**config.mk**
```make
export PLATFORM = sky130hd
export DESIGN_NAME = chan_sequencer
export DESIGN_NICKNAME = d
export VERILOG_FILES = /design/src/rtl/chseq_pkg.sv /design/src/rtl/chseq_decode.sv /design/src/rtl/chseq_state.sv /design/src/rtl/chan_sequencer.sv
export SDC_FILE = /design/constraint.sdc
export NUM_CORES = 1
export LEC_CHECK = 0
export BUFFER_PORTS_ARGS = -buffer_cell sky130_fd_sc_hd__buf_2
export CAP_MARGIN = 15
export CORE_AREA = 2 2 39 41
export DETAILED_ROUTE_END_ITERATION = 10
export DIE_AREA = 0 0 41 43
export GPL_ROUTABILITY_DRIVEN = 0
export PLACE_DENSITY = 0.55
export SYNTH_ARGS = -nofsm -noshare
export SYNTH_HDL_FRONTEND = slang
export SYNTH_HIERARCHICAL = 1
export SYNTH_SLANG_ARGS = --single-unit
```
**constraint.sdc**
```tcl
create_clock -name clk -period 1.9 [get_ports clk]
set_clock_uncertainty 0.1 [all_clocks]
set_input_delay 0.19 -clock clk [delete_from_list [all_inputs] [get_ports clk]]
set_output_delay 0.19 -clock clk [all_outputs]
set_load 0.05 [all_outputs]
```
**src/rtl/chseq_pkg.sv**
```systemverilog
package chseq_pkg;
    typedef enum logic [2:0] {
        CMD_NONE,
        CMD_HOLD,
        CMD_SINGLE,
        CMD_START,
        CMD_CONT
    } seq_cmd_e;
endpackage

```
**src/rtl/chseq_decode.sv**
```systemverilog
module chseq_decode
    import chseq_pkg::*;
(
    input  logic     frame_done,
    input  logic     wr_bit,
    input  logic     seq_hi,
    input  logic     seq_lo,
    output seq_cmd_e cmd
);
    always_comb begin
        if (!frame_done)  cmd = CMD_NONE;
        else if (!wr_bit) cmd = CMD_HOLD;
        else if (!seq_hi) cmd = CMD_SINGLE;
        else if (seq_lo)  cmd = CMD_START;
        else              cmd = CMD_CONT;
    end
endmodule

```
**src/rtl/chseq_state.sv**
```systemverilog
module chseq_state
    import chseq_pkg::*;
#(
    parameter int NUM_CH = 4,
    parameter int CH_W   = 2
) (
    input  logic            clk,
    input  logic            rst,
    input  seq_cmd_e        cmd,
    input  logic [CH_W-1:0] addr,
    output logic [CH_W-1:0] ch,
    output logic            run,
    output logic [CH_W-1:0] last
);
    localparam logic [CH_W-1:0] MAX_CH = CH_W'(NUM_CH - 1);

    logic [CH_W-1:0] addr_c;
    logic [CH_W-1:0] adv;

    assign addr_c = (addr > MAX_CH) ? MAX_CH : addr;
    assign adv    = (ch == last) ? '0 : ch + CH_W'(1);

    always_ff @(posedge clk) begin
        if (rst) begin
            ch   <= '0;
            run  <= 1'b0;
            last <= '0;
        end else begin
            case (cmd)
                CMD_HOLD: begin
                    if (run) ch <= adv;
                end
                CMD_CONT: begin
                    if (run) ch <= adv;
                    else     ch <= addr_c;
                end
                CMD_SINGLE: begin
                    run <= 1'b0;
                    ch  <= addr_c;
                end
                CMD_START: begin
                    run  <= 1'b1;
                    last <= addr_c;
                    ch   <= '0;
                end
                default: ;
            endcase
        end
    end

    AST_RESET_STATE: assert property (@(posedge clk) rst |=> (ch == '0 && !run && last == '0));
    AST_SINGLE_SEL: assert property (@(posedge clk) disable iff (rst)
        cmd == CMD_SINGLE |=> (!run && ch == $past(addr_c)));
    AST_START: assert property (@(posedge clk) disable iff (rst)
        cmd == CMD_START |=> (run && ch == '0 && last == $past(addr_c)));
    AST_RUN_KEEP: assert property (@(posedge clk) disable iff (rst)
        (run && (cmd == CMD_HOLD || cmd == CMD_CONT)) |=> (run && $stable(last)));
    AST_WRAP: assert property (@(posedge clk) disable iff (rst)
        (run && ch == last && (cmd == CMD_HOLD || cmd == CMD_CONT)) |=> ch == '0);
    AST_IDLE_HOLD: assert property (@(posedge clk) disable iff (rst)
        (!run && cmd == CMD_HOLD) |=> ($stable(ch) && !run));
    AST_NO_FRAME: assert property (@(posedge clk) disable iff (rst)
        cmd == CMD_NONE |=> ($stable(ch) && $stable(run) && $stable(last)));
    AST_IN_RANGE: assert property (@(posedge clk) disable iff (rst)
        run |-> ch <= last);
endmodule

```
**src/rtl/chan_sequencer.sv**
```systemverilog
module chan_sequencer
    import chseq_pkg::*;
#(
    parameter int NUM_CH = 4,
    parameter int CH_W   = $clog2(NUM_CH)
) (
    input  logic            clk,
    input  logic            rst,
    input  logic            frame_done,
    input  logic            wr_bit,
    input  logic            seq_hi,
    input  logic            seq_lo,
    input  logic [CH_W-1:0] ch_addr,
    output logic [CH_W-1:0] next_ch,
    output logic            seq_run,
    output logic [CH_W-1:0] last_ch
);
    seq_cmd_e cmd;

    chseq_decode u_dec (
        .frame_done (frame_done),
        .wr_bit     (wr_bit),
        .seq_hi     (seq_hi),
        .seq_lo     (seq_lo),
        .cmd        (cmd)
    );

    chseq_state #(.NUM_CH(NUM_CH), .CH_W(CH_W)) u_st (
        .clk  (clk),
        .rst  (rst),
        .cmd  (cmd),
        .addr (ch_addr),
        .ch   (next_ch),
        .run  (seq_run),
        .last (last_ch)
    );
endmodule

```
* After elaboration in Yosys (flattened, before gate mapping)
Cells that the tools add are included.
** Storage, ports and cells
- Word-level logic and storage cells :: 24
- Register bits after elaboration :: 5
** Cells by class
- $lt $le $gt $ge :: 1
- Add/subtract/negate cells :: 1
- Mux-type cells :: 10
- Reductions and logical operators :: 3
- Equality and inequality tests :: 6
** Operators by type and width (number)
- $mux W3 :: 4
- $mux W2 :: 4
- $pmux W2 S4 :: 1
- $eq A3 B2 Y1 const B :: 2
- $reduce_bool A4 Y1 :: 1
- $eq A3 B1 Y1 const B :: 1
- $eq A3 B3 Y1 const B :: 1
- $add A2 B1 Y2 const B :: 1
- $eq A2 B2 Y1 :: 1
- $gt A2 B2 Y1 const B :: 1
- $ne A2 B1 Y1 const B :: 1
- $pmux W1 S2 :: 1
- $reduce_and A2 Y1 :: 1
- $reduce_bool A2 Y1 :: 1

* Depth between registers and ports, before layout
- Word-level depth :: 7
- Depth in mapped cells :: 6
- Depth with buffers taken out :: 6

* Hierarchy
Netlist, hierarchy kept.
** Modules (own cells, without submodules)
- chseq_state :: instances 1, area each 287.8 um2, cells each 32
- chseq_decode :: instances 1, area each 40.0 um2, cells each 6

* Worst setup path after synthesis
Ideal clock, no wire load.
- Path kind :: register to register
- Start point :: register u_st.ch[0]
- End point :: register u_st.ch[1]
- Slack :: 0.366 ns
- Clock period less this slack :: 1.534 ns
- Data required time :: 1.739 ns
- Stages on the path, launching flop included :: 5
- Arrival time :: 1.374 ns
- Cell sequence :: dfxtp_1 > xor2_1 > o21ai_1 > o32ai_1 > o311a_1
** Between the ends
- Longest elaborated chain between the ends :: 4
- Elaborated cells between the ends (all ways) :: 6
- Those cells by class :: add/sub: 1; eq/ne: 1; mux: 4
** Ends and longest elaborated chain
- start: declaration :: line chseq_state.sv:11 : output logic [CH_W-1:0] ch,
- start signal: assignment :: line chseq_state.sv:31 : if (run) ch <= adv;
- start signal: assignment :: line chseq_state.sv:34 : if (run) ch <= adv;
- start signal: assignment :: line chseq_state.sv:35 : else ch <= addr_c;
- $add A2 B1 Y2 / $eq A2 B2 Y1 (equally long branches) :: line chseq_state.sv:21 : assign adv = (ch == last) ? '0 : ch + CH_W'(1);
- $mux W2 * :: line chseq_state.sv:21
- $mux W2, on equally long branches :: line chseq_state.sv:34, chseq_state.sv:31
- $pmux W2 S4 * :: line chseq_state.sv:29 : case (cmd)
Every way passes the cells marked *; elsewhere a longest branch is shown, timed or not. The select of a mux whose other input is x is not followed.
A chain may end at the register's enable or synchronous reset.

* Final worst setup path
- Start point :: input port wr_bit
- End point :: register u_st.ch[1]
** Between the ends
- Longest elaborated chain between the ends :: 5
- Elaborated cells between the ends (all ways) :: 10
- Those cells by class :: eq/ne: 5; mux: 3; reduce/logical: 2
** Ends and longest elaborated chain
- start: declaration :: line chan_sequencer.sv:10 : input logic wr_bit,
- $mux W3 * :: line chseq_decode.sv:12 : else if (!wr_bit) cmd = CMD_HOLD;
- $mux W3 * :: line chseq_decode.sv:11 : if (!frame_done) cmd = CMD_NONE;
- net cmd[2] :: line chan_sequencer.sv:18 : seq_cmd_e cmd;
- $eq A3 B1 Y1, or another cell as far along :: line chseq_state.sv:29
- $ne A2 B1 Y1 (no source line) / $reduce_bool A4 Y1 (equally long branches)
- $reduce_and A2 Y1 (no source line)
The timed path passes the listed nets; every way through them passes the cells marked *.

==> results.md <==
- Max-slew headroom: 76.3%
- Rows: 14
- CP cell instances: buf_2 -> nand2_1 -> nor3b_2 -> or3b_4 -> o211ai_2 -> o32ai_1 -> o311a_1
- Max clock buf depth: 2
- Die Footprint: 1760 sq um
- Arrival time at the worst endpoint: 1.48 ns
- Placed Cells: 66
- Switching Fraction: 29.7%
- Area delta synth->final: 32.4%
- WHS: 0.0708 ns
- Post-cts sizing count: 0
- Clock root buffer: clkbuf_4
- Flops & latches, synth: 5
- Remaining DRCs: 0
- Cts hold-fix bufs: 0
- Final global-route overflow total: 0
- Status: finished clean
- Via count: 348
- First-pass GRT wire length: 1.15 mm
- H-tree levels: 1
- Die height: 43 um
- RSZ-0062 raised after global routing: false
- CP max FO: 6
- Routed len/inst: 10.1 um
- Largest net degree at the start of global routing: 7
- CP max stage delay: 0.45 ns
- Die X: 41 um
- CTS sink cnt: 5
- Psw: 0.0910 mW
- Core area: 1380 sq um
- Vias/cell: 4.97
- PwrDens: 706 nW/um^2
- Final Cell Area: 434 sq um
- Antenna violations before repair: 0
- Clock power share: 39.2%
- Sequential Power Share: 38.3%
- YS warnings: 6
- Setup Viol. Count Final: 0
- Fin. Hold Viols: 0
- Crit path time final: 1.46 ns
- Final Power: 0.307 mW
- Number of global-route vias before repair: 332
- Slowest cell on crit path: or3b_4
- Clk slew on worst S/H paths: 0.04 ns
- Post-route clock period utilization: 77.0%
- Skew-Pair Late Insertion Delay: 0.24 ns
- Netlist cell types: 18
- Initial detailed-routing violation count: 5
- TritonCTS Buffers: 3
- Gr usage total: 9.64%
- Post-synthesis xor/xnor area fraction: 8.02%
- CP required: 1.92 ns
- Avg Inst Size Synth: 8.63 sq um
- Pint: 0.216 mW
- Max-Cap Viols: 0
- Hold crit path type: input port to register
- LEAKAGE: 0.220 nW
- Remaining antenna violation count: 0
- Post-Synth Simple-Gate Area: 24.0%
- Fmax achieved: 684 MHz
- Gate power share: 22.5%
- Setup TNS: 0 ns
- Nets: 63
- # IOs: 13
- IO Port Bufs: 12
- Synthesized cell area: 328 sq um
- Layout cells sized above 1: 35.2%
- CP Capture Type: register
- Slew @ Worst Pin: 0.355 ns
- Synth Area in Compound Gates: 27.9%
- Setup Crit Path Kind: input port to register
- Filler cells: 155
- Starting Density: 23.7%
- First-pass iteration count of the detailed router: 4
- Max-slew violations: 0
- Multiplexer share of the synthesized area: 6.11%
- Sequential share of the synthesized area: 30.5%
- HPWL Detailed: 539 um
- Post-Synth Adder-Cell Area: 0%
- Peak VDD IR: 0.000349 V
- Post-CTS Setup Bufs: 0
- Placed cell area: 408 sq um
- Mapped Nets: 46
- N_diodes: 0
- Drt total wl: 706 um
- CTS tree: yes
- Final non-filler cell total: 70
- Post-Syn Instances: 38
- Main combinational cell family by area after synthesis: compound AO/OA/AOI/OAI gates
- Startpoint class of the critical path: input port
==> Yosys cell counts, drive strengths merged <==
master,number,share of area [%]
a21boi,1,3.4
o311a,2,6.1
nand2,3,3.4
inv,3,3.4
o211ai,1,3.8
xnor2,1,2.7
nand2b,1,1.9
nand3b,2,4.6
xor2,2,5.3
o21ai,1,1.5
nor3b,2,6.1
mux2i,2,6.1
a21oi,5,7.6
or3b,1,3.4
o32ai,2,5.3
dfxtp,5,31
nor2,4,4.6
==> registers in the layout (all words and copies together) (netlist names) <==
register   flops
u_st/last      2
u_st/run       1
u_st/ch        2
==> path summary, 6_finish.rpt <==
| path | startpoint | end | slack [ns] | cells after the start |
|---|---|---|---|---|
| min reg2reg | u_st/run | u_st/run | 0.42 | 2 |
| min | rst | u_st/run | 0.07 | 2 |
| max | wr_bit | u_st/ch[1] | 0.44 | 7 |
| max reg2reg | u_st/ch[0] | u_st/ch[1] | 0.54 | 4 |
==> routing by layer <==
metal | wire length (um) | global-route usage, % | vias to the layer above
li1 | - | - | 172
met1 | 324 | 10.9 | 165
met2 | 336 | 14.7 | 11
met3 | 45 | 3.14 | 0
met4 | 0 | 6.00 | 0
met5 | 0 | 0 | -
==> critical path: cells and delay by family <==
kind | cells | cell delay [ns]
and+or+nand+nor | 3 | 0.78
AOI/OAI and AO/OA | 3 | 0.42
buffers and inverters | 1 | 0.09
==> power by group through the flow <==
stage / Sequential (mW) / Clock, mW / Combinational [mW]
5_1_grt: 0.119 / 0.136 / 0.0744
2_1_floorplan: 0.137 / 0 / 0.0305
3_5_place_dp: 0.120 / 0 / 0.0688
6_report: 0.117 / 0.120 / 0.0690
3_3_place_gp: 0.120 / 0 / 0.0681
4_1_cts: 0.118 / 0.127 / 0.0691
==> kinds of logic after synthesis <==
logic type	count (synthesis)
simple gates	13
compound gates	12
flops	5
xor+xnor	3
buf+inv	3
mux	2
==> cells in the final DEF (no fill, tap or decap), types with 2 or more instances in the layout <==
| cell type | netlist | final |
|---|---|---|
| xor2_1 | 2 | 2 |
| mux2i_1 | 2 | 2 |
| nand2_1 | 3 | 3 |
| dfxtp_1 | 5 | 5 |
| nand3b_1 | 2 | 2 |
| buf_2 | 0 | 12 |
| nor2_1 | 4 | 4 |
| inv_1 | 3 | 3 |
| a21oi_1 | 5 | 5 |
| o311a_1 | 2 | 2 |
| o32ai_1 | 2 | 2 |
| clkbuf_4 | 0 | 3 |
==> cell type report <==
cell class                      count  area, sq um  share of cell area [%]
Multi-Input combinational cell     30          216                    49.9
Sequential cell                     5          100                    23.1
Tap cell                           16         20.0                    4.61
Timing Repair Buffer               12         60.1                    13.8
Clock buffer                        4         26.3                    6.05
Inverter                            3         11.3                    2.59
==> stage by stage <==
stage	setup slack, ns	util, %
3_3_place_gp	0.219	29.5
6_report	0.438	31.4
4_1_cts	0.452	31.4
2_1_floorplan	0.366	-
3_5_place_dp	0.200	29.5
5_1_grt	0.352	31.4
(Power assumes the default switching activity.)
